===== src/rtl/cmw_pkg.sv =====
package cmw_pkg;

    localparam int CTRL_W = 5;

    typedef enum logic [1:0] {
        REG_CTRL  = 2'd0,
        REG_COUNT = 2'd1,
        REG_CMP   = 2'd2,
        REG_FLAG  = 2'd3
    } reg_sel_e;

    // bit 0 run, bit 1 wrap, bit 2 irq enable, bit 3 wake enable, bit 4 tick select
    typedef struct packed {
        logic tick_sel;
        logic wake_en;
        logic irq_en;
        logic wrap_en;
        logic run;
    } ctrl_t;

    typedef struct packed {
        logic ctrl_we;
        logic count_we;
        logic cmp_we;
        logic flag_clr;
    } wr_dec_t;

    function automatic wr_dec_t decode_write(input logic we, input logic [1:0] a,
                                             input logic clr_bit);
        wr_dec_t d;
        d = '0;
        if (we) begin
            case (reg_sel_e'(a))
                REG_CTRL:  d.ctrl_we  = 1'b1;
                REG_COUNT: d.count_we = 1'b1;
                REG_CMP:   d.cmp_we   = 1'b1;
                REG_FLAG:  d.flag_clr = clr_bit;
                default:   d = '0;
            endcase
        end
        return d;
    endfunction

endpackage


===== src/rtl/cmw_regs.sv =====
module cmw_regs
    import cmw_pkg::*;
#(
    parameter int CNT_W = 16
) (
    input  logic             clk,
    input  logic             rst,
    input  logic             wr_en,
    input  logic [1:0]       addr,
    input  logic [CNT_W-1:0] wr_data,
    output ctrl_t            ctrl,
    output logic [CNT_W-1:0] cmp,
    output logic             count_we,
    output logic             cmp_we,
    output logic             flag_clr
);

    wr_dec_t dec;

    always_comb begin
        dec      = decode_write(wr_en, addr, wr_data[0]);
        count_we = dec.count_we;
        cmp_we   = dec.cmp_we;
        flag_clr = dec.flag_clr;
    end

    always_ff @(posedge clk) begin
        if (rst) begin
            ctrl <= '0;
            cmp  <= '0;
        end else begin
            if (dec.ctrl_we) ctrl <= ctrl_t'(wr_data[CTRL_W-1:0]);
            if (dec.cmp_we)  cmp  <= wr_data;
        end
    end


    cmp_write_chk: assert property (@(posedge clk) disable iff (rst)
        cmp_we |=> cmp == $past(wr_data));

endmodule


===== src/rtl/cmw_counter.sv =====
module cmw_counter #(
    parameter int CNT_W = 16
) (
    input  logic             clk,
    input  logic             rst,
    input  logic             run,
    input  logic             wrap_en,
    input  logic             tick_sel,
    input  logic             tick_fast,
    input  logic             tick_slow,
    input  logic             load,
    input  logic [CNT_W-1:0] load_val,
    input  logic [CNT_W-1:0] cmp,
    output logic [CNT_W-1:0] cnt,
    output logic             moved
);

    localparam logic [CNT_W-1:0] ZERO = '0;
    localparam logic [CNT_W-1:0] ONE  = {{(CNT_W-1){1'b0}}, 1'b1};

    logic tick_now;
    logic at_cmp;

    assign tick_now = run & (tick_sel ? tick_slow : tick_fast);
    assign at_cmp   = (cnt == cmp);
    assign moved    = load | tick_now;

    always_ff @(posedge clk) begin
        if (rst) begin
            cnt <= ZERO;
        end else if (load) begin
            cnt <= load_val;
        end else if (tick_now) begin
            cnt <= (wrap_en && at_cmp) ? ZERO : cnt + ONE;
        end
    end


    halt_hold_chk: assert property (@(posedge clk) disable iff (rst)
        (!load && !run) |=> $stable(cnt));


    unselected_tick_chk: assert property (@(posedge clk) disable iff (rst)
        (!load && !tick_sel && !tick_fast) |=> $stable(cnt));


    wrap_zero_chk: assert property (@(posedge clk) disable iff (rst)
        (!load && run && wrap_en && at_cmp && (tick_sel ? tick_slow : tick_fast))
        |=> cnt == ZERO);


    load_wins_chk: assert property (@(posedge clk) disable iff (rst)
        load |=> cnt == $past(load_val));

endmodule


===== src/rtl/cmw_match.sv =====
module cmw_match #(
    parameter int CNT_W = 16
) (
    input  logic             clk,
    input  logic             rst,
    input  logic [CNT_W-1:0] cnt,
    input  logic [CNT_W-1:0] cmp,
    input  logic             rearm,
    input  logic             flag_clr,
    input  logic             irq_en,
    input  logic             wake_en,
    output logic             flag,
    output logic             irq,
    output logic             wake_req
);

    logic armed;
    logic hit;

    assign hit      = armed & (cnt == cmp);
    assign irq      = flag & irq_en;
    assign wake_req = flag & wake_en;

    always_ff @(posedge clk) begin
        if (rst) begin
            armed <= 1'b0;
            flag  <= 1'b0;
        end else begin
            if (rearm)    armed <= 1'b1;
            else if (hit) armed <= 1'b0;
            flag <= hit | (flag & ~flag_clr);
        end
    end


    flag_cause_chk: assert property (@(posedge clk) disable iff (rst)
        $rose(flag) |-> $past(cnt == cmp));


    flag_sticky_chk: assert property (@(posedge clk) disable iff (rst)
        (flag && !flag_clr) |=> flag);


    single_hit_chk: assert property (@(posedge clk) disable iff (rst)
        (hit && !rearm) |=> !hit);

endmodule


===== src/rtl/cmw_timer.sv =====
module cmw_timer
    import cmw_pkg::*;
#(
    parameter int CNT_W = 16
) (
    input  logic             clk,
    input  logic             rst,
    input  logic             tick_fast,
    input  logic             tick_slow,
    input  logic             wr_en,
    input  logic [1:0]       addr,
    input  logic [CNT_W-1:0] wr_data,
    output logic [CNT_W-1:0] rd_data,
    output logic             irq,
    output logic             wake_req
);

    ctrl_t            ctrl;
    logic [CNT_W-1:0] cmp;
    logic [CNT_W-1:0] cnt;
    logic             count_we;
    logic             cmp_we;
    logic             flag_clr;
    logic             moved;
    logic             flag;

    cmw_regs #(.CNT_W(CNT_W)) u_regs (
        .clk      (clk),
        .rst      (rst),
        .wr_en    (wr_en),
        .addr     (addr),
        .wr_data  (wr_data),
        .ctrl     (ctrl),
        .cmp      (cmp),
        .count_we (count_we),
        .cmp_we   (cmp_we),
        .flag_clr (flag_clr)
    );

    cmw_counter #(.CNT_W(CNT_W)) u_counter (
        .clk       (clk),
        .rst       (rst),
        .run       (ctrl.run),
        .wrap_en   (ctrl.wrap_en),
        .tick_sel  (ctrl.tick_sel),
        .tick_fast (tick_fast),
        .tick_slow (tick_slow),
        .load      (count_we),
        .load_val  (wr_data),
        .cmp       (cmp),
        .cnt       (cnt),
        .moved     (moved)
    );

    cmw_match #(.CNT_W(CNT_W)) u_match (
        .clk      (clk),
        .rst      (rst),
        .cnt      (cnt),
        .cmp      (cmp),
        .rearm    (moved | cmp_we),
        .flag_clr (flag_clr),
        .irq_en   (ctrl.irq_en),
        .wake_en  (ctrl.wake_en),
        .flag     (flag),
        .irq      (irq),
        .wake_req (wake_req)
    );

    always_comb begin
        case (reg_sel_e'(addr))
            REG_CTRL:  rd_data = CNT_W'(ctrl);
            REG_COUNT: rd_data = cnt;
            REG_CMP:   rd_data = cmp;
            default:   rd_data = CNT_W'(flag);
        endcase
    end

endmodule


===== config.mk =====
export PLATFORM = sky130hd
export DESIGN_NAME = cmw_timer
export DESIGN_NICKNAME = d
export VERILOG_FILES = /design/src/rtl/cmw_pkg.sv /design/src/rtl/cmw_regs.sv /design/src/rtl/cmw_counter.sv /design/src/rtl/cmw_match.sv /design/src/rtl/cmw_timer.sv
export SDC_FILE = /design/constraint.sdc
export NUM_CORES = 1
export LEC_CHECK = 0
export BUFFER_PORTS_ARGS = -buffer_cell sky130_fd_sc_hd__buf_2
export CORE_MARGIN = 2
export CORE_UTILIZATION = 56
export DETAILED_ROUTE_END_ITERATION = 8
export HOLD_SLACK_MARGIN = 0.02
export PLACE_DENSITY = 0.89
export RECOVER_POWER = 50
export REMOVE_ABC_BUFFERS = 1
export SLEW_MARGIN = 25
export SYNTH_ARGS = -nofsm -noshare
export SYNTH_HDL_FRONTEND = slang
export SYNTH_SLANG_ARGS = --single-unit

===== constraint.sdc =====
create_clock -name clk -period 2.4 [get_ports clk]
set_clock_uncertainty 0.15 [all_clocks]
set_input_delay 0.24 -clock clk [delete_from_list [all_inputs] [get_ports clk]]
set_output_delay 0.24 -clock clk [all_outputs]
set_load 0.05 [all_outputs]

== Word-level counts from Yosys, hierarchy flattened ==
Index checks and enable logic that the tools add are counted.

* Equal/unequal tests: 4
* Add/subtract/negate cells: 1
* Bitwise operators: 9
* Multiplexer cells: 12
* Reduce and logical (&&, ||, !) cells: 4

{| class="wikitable"
|+ Operators with widths
! operator !! number
|-
| two-way mux 16 bit || 3
|-
| case mux 16 bit (3 select lines) || 1
|-
| adder 16 x 1 -> 16 bit, second input constant || 1
|-
| equality test 16 bit || 1
|-
| two-way mux 1 bit || 7
|-
| AND 1 bit || 5
|-
| equality test 2 bit, second input constant || 2
|-
| two-way mux 4 bit || 1
|-
| nonzero test 2 bit || 2
|-
| bitwise OR 1 bit || 3
|-
| equality test 2 x 1 -> 1 bit, second input constant || 1
|-
| zero test 2 bit || 1
|-
| logical AND 1 bit || 1
|-
| NOT 1 bit || 1
|}

* Input bits: 23
* Output and inout port bits: 18
* Bits in registers: 39

== Longest topological paths before layout ==
* Depth after elaboration: 6
* Mapped depth: 8

== Hierarchy ==
Synthesis repeated with hierarchy kept, for this count alone.

* Cell total of the unflattened synthesis: 310
* Area total of the unflattened synthesis: 2,756.4 sq um

{| class="wikitable"
|+ By module, submodules not included
! module !! area each (sq um) !! instances !! seq. area each (sq um) !! cells each
|-
| cmw_counter || 1,281.2 || 1 || 320.3 || 162
|-
| cmw_regs || 944.7 || 1 || 420.4 || 92
|-
| cmw_timer || 267.8 || 1 || 0.0 || 26
|-
| cmw_match || 262.8 || 1 || 40.0 || 30
|}

== Least setup slack after synthesis ==
Ideal clock, no wire load.

* Path type: input to output
* Start: input addr[0]
* End: output rd_data[2]
* Path buffers: 1
* Setup slack: 405 ps
* Cell stages on the path: 3
* Arrival: 1,605 ps
* Required time: 2,010 ps
* Cells stage by stage: buf_4 > mux2i_1 > o21ai_0

* Longest elaborated chain between the ends: 2
* Elaborated cells on any way between the ends: 4
* Classes of those cells: eq/ne (2); mux (1); reduce/logical (1)

{| class="wikitable"
|+ Ends and longest elaborated chain
! element !! line !! source
|-
| start, declared || cmw_timer.sv:11 || <nowiki>input logic [1:0] addr,</nowiki>
|-
| equality test 2 bit, or another cell as far along || cmw_timer.sv:70 || <nowiki>case (reg_sel_e'(addr))</nowiki>
|-
| case mux 16 bit (3 select lines) * || cmw_timer.sv:70 ||
|-
| end, declared || cmw_timer.sv:13 || <nowiki>output logic [CNT_W-1:0] rd_data,</nowiki>
|}

Mark *: on every way between the ends. The rest lies on a longest branch, timed or not.

== Final worst setup path ==
* Start: register u_counter.cnt[4]
* End: register u_counter.cnt[12]

* Longest elaborated chain between the ends: 5
* Elaborated cells on any way between the ends: 6
* Classes of those cells: add/sub (1); eq/ne (1); mux (3); reduce/logical (1)

{| class="wikitable"
|+ Ends and longest elaborated chain
! element !! line !! source
|-
| start, declared || cmw_counter.sv:14 || <nowiki>output logic [CNT_W-1:0] cnt,</nowiki>
|-
| start signal, assigned || cmw_counter.sv:32 || <nowiki>cnt <= load_val;</nowiki>
|-
| start signal, assigned || cmw_counter.sv:34 || <nowiki>cnt <= (wrap_en && at_cmp) ? ZERO : cnt + ONE;</nowiki>
|-
| branches (longest 2 deep; another with adder 16 x 1 -> 16 bit) || -- ||
|-
| two-way mux 16 bit * || cmw_counter.sv:34 ||
|-
| two-way mux 16 bit * || cmw_counter.sv:33 || <nowiki>end else if (tick_now) begin</nowiki>
|-
| two-way mux 16 bit * || cmw_counter.sv:31 || <nowiki>end else if (load) begin</nowiki>
|}

Mark *: on every way between the ends. The select of a mux whose other input is x is not followed.
A chain may end at the register's enable or synchronous reset.

==> reports/qor.yml <==
drv_slew: 0
hold_end: "u_counter.cnt[2]"
design.core.area_um2: 4000
synth_edf_count: 0
gp_congestion: 0.9134
fin_crit_sh_pct: 90.46
root_buffer: "clkbuf_8"
r2r_start: "u_counter.cnt[4]"
nNetsFinal: 339
yosys_warnings: 0
diodes: 0
seqPwrFrac_pct: 49.7
endpoint_kind: "flop"
relSlewSlack_pct: 28.97
synth.area.top_cells: "dfxtp_1 (34%), nand2_1 (8.5%), xor2_1 (7.2%)"
p_clk_share_pct: 31.1
seq_area_um2: 780.7
pwr-share-comb_pct: 19.2
status: "completed"
syn_to_final_growth_pct: 11.94
drtIter0Drc: 218
synth_area_per_cell_um2: 8.312
hold_viol_final: 0
reg2reg_slack_ns: 0.23
synth.most_common_cell: "nand2_1"
drt_wl_total_mm: 6.200
insertion_delay_ns: 0.29
via_per_inst: 6.145
synth_cells: 280
syn_area_um2: 2327
ys_seq_area_share_pct: 33.55
fmax_mhz: 460.6
p_leak_uw: 0.001070
multi_input_area_um2: 1398
reg2reg_to: "u_counter.cnt[12]"
fin_crit_ns: 2.171
antenna_found_initial: 0
vias: 2243
ir_drop_mv: 0.4069
setup_viol: 0
first_global_vias: 1978
grt_setup_unrepaired: "no"
io_pins: 41
overflow: 0
critPathRequiredTime_ns: 2.41
path_clk_slew_ns: 0.07
place_hpwl_mm: 4.401
worst_hold_startpoint: "wr_data[2]"
die-area_um2: 4687
drive_above_1_share_pct: 20.63
synth_top_area_share_pct: 33.55
dieWidth_um: 68.47
p_per_area_nw_per_um2: 559.8
p_sw_uw: 444.5
wire_per_inst_um: 16.99
portBuffers: 40
worstHoldPathCells: 3
grt.total_usage_pct: 28.63
hold_path_class: "primary input to flop"
netSwitchingFraction_pct: 30.48
postCtsSetupBuffers: 0
grt_max_degree: 22
cts_buffers: 5
htreeDepth: 2
cts.sinks: 39
finalSetupTns_ns: 0
initial_core_util_pct: 58.18
synth_cell_types: 50
worstSetupStartpointType: "flop"
intPower_uw: 1014
dr.pass1.iters: 8
rows: 23
ys.flop_type: "dfxtp_1"
grt_pass1_wl_mm: 9.777
drc: 0
worst-path-max-fanout: 11
fin_hold_ws_ns: 0.02940
cts_resized: 0
placed_cells: 356
route.antenna.remaining_nets: 0
clockBufferDepth: 2
tightest_slew_ns: 1.063
async_flop_share_pct: 0
synth_top_cell_by_area: "dfxtp_1"
crit_type: "flop to flop"
cp.arrival_ns: 2.18
cts_tree: "yes"
filler_cell_count: 348
netlist_top_cells_count: "nand2_1 (53), dfxtp_1 (39), a21oi_1 (22)"
drv_cap: 0
reg2reg_depth: 5
final_cells: 365
ys_ff_latch: 39
chipHeight_um: 68.47
-- cells by family after synthesis --
kind of cell | count (synthesis) | share of synthesized area [%]
mux | 11 | 5.484
buf+inv | 25 | 6.129
compound gates | 70 | 20.91
xor+xnor | 23 | 8.656
flops | 39 | 33.55
fa+ha+maj | 1 | 0.5375
simple gates | 111 | 24.73
-- state kept, by name (all words and copies together), names as in the netlist --
register       flops
u_regs.ctrl        5
u_match.flag       1
u_match.armed      1
u_counter.cnt     16
u_regs.cmp        16
-- per-layer routing --
metal	track usage, %	routed length [um]	up-vias
met2	44.23	2940	107
li1	-	-	1065
met3	4.770	450	11
met1	39.17	2689	1060
met5	0	0	-
met4	12.25	119	0
-- power groups by stage --
stage / sequential [uW] / combinational, uW / clock [uW]
floorplan: 730 / 179 / 0
CTS: 724 / 278 / 457
finish: 725 / 280 / 454
global placement: 736 / 267 / 0
global route: 730 / 300 / 475
detailed placement: 739 / 273 / 0
-- cells in the final DEF (no fill, tap or decap), types with 2 or more instances in the layout --
| cell type | count |
|---|---|
| nand3_1 | 6 |
| clkbuf_8 | 6 |
| xnor2_1 | 4 |
| clkbuf_1 | 5 |
| nand2_2 | 2 |
| o21ai_0 | 11 |
| nor2_1 | 12 |
| o22ai_1 | 2 |
| nand2_1 | 53 |
| and4_1 | 2 |
| a22oi_1 | 2 |
| nand4_1 | 5 |
| a22o_1 | 11 |
| xor2_1 | 19 |
| buf_2 | 33 |
| mux2i_1 | 9 |
| dfxtp_1 | 39 |
| and3_1 | 2 |
| nor3_1 | 6 |
| o32ai_1 | 8 |
| inv_1 | 4 |
| buf_4 | 5 |
| a2bb2oi_1 | 5 |
| a31oi_1 | 4 |
| and2_1 | 5 |
| a21oi_1 | 22 |
| nor4_2 | 3 |
| clkbuf_2 | 4 |
| dlygate4sd3_1 | 2 |
-- worst max-delay path, stage by stage, from the launching register on --
cell	delay [ns]
dfxtp_1	0.48
xor2_1	0.13
nor4_2	0.37
nand4_2	0.25
nor2_2	0.47
o32ai_1	0.19
-- area by class of cell --
cell class / count / area share, %
Tap cell: 50 / 2.402
Clock buffer: 6 / 3.170
Inverter: 4 / 0.5764
Timing Repair Buffer: 49 / 10.04
Multi-Input combinational cell: 216 / 53.65
Clock inverter: 1 / 0.1921
Sequential cell: 39 / 29.97
-- worst max path at each step --
stage	from	endpoint	slack, ns
2_1_floorplan	u_counter.cnt[4]	rd_data[4]	0.41
3_3_place_gp	u_counter.cnt[4]	u_counter.cnt[12]	0.36
3_5_place_dp	u_counter.cnt[8]	u_counter.cnt[12]	0.32
4_1_cts	u_counter.cnt[4]	u_counter.cnt[12]	0.27
5_1_grt	u_counter.cnt[4]	u_counter.cnt[9]	0.09
6_report	u_counter.cnt[4]	u_counter.cnt[12]	0.23
-- what timing repair did --
item	in CTS	in global routing
hold buffers	2	0
endpoints found under the setup margin	0	0
hold endpoints to repair	2	0
-- per-stage QoR --
step                      setup WS (ns)  instance area, um2  power (uW)  utilization (%)
after floorplan                  0.4138                2200       908.9                -
after global placement           0.3552                2515        1004            62.87
after detailed placement         0.3200                2515        1012            62.87
after CTS                        0.2742                2623        1458            65.56
after global routing            0.08651                2605        1505            65.12
final                            0.2289                2605        1458            65.12
(Power assumes the default switching activity.)
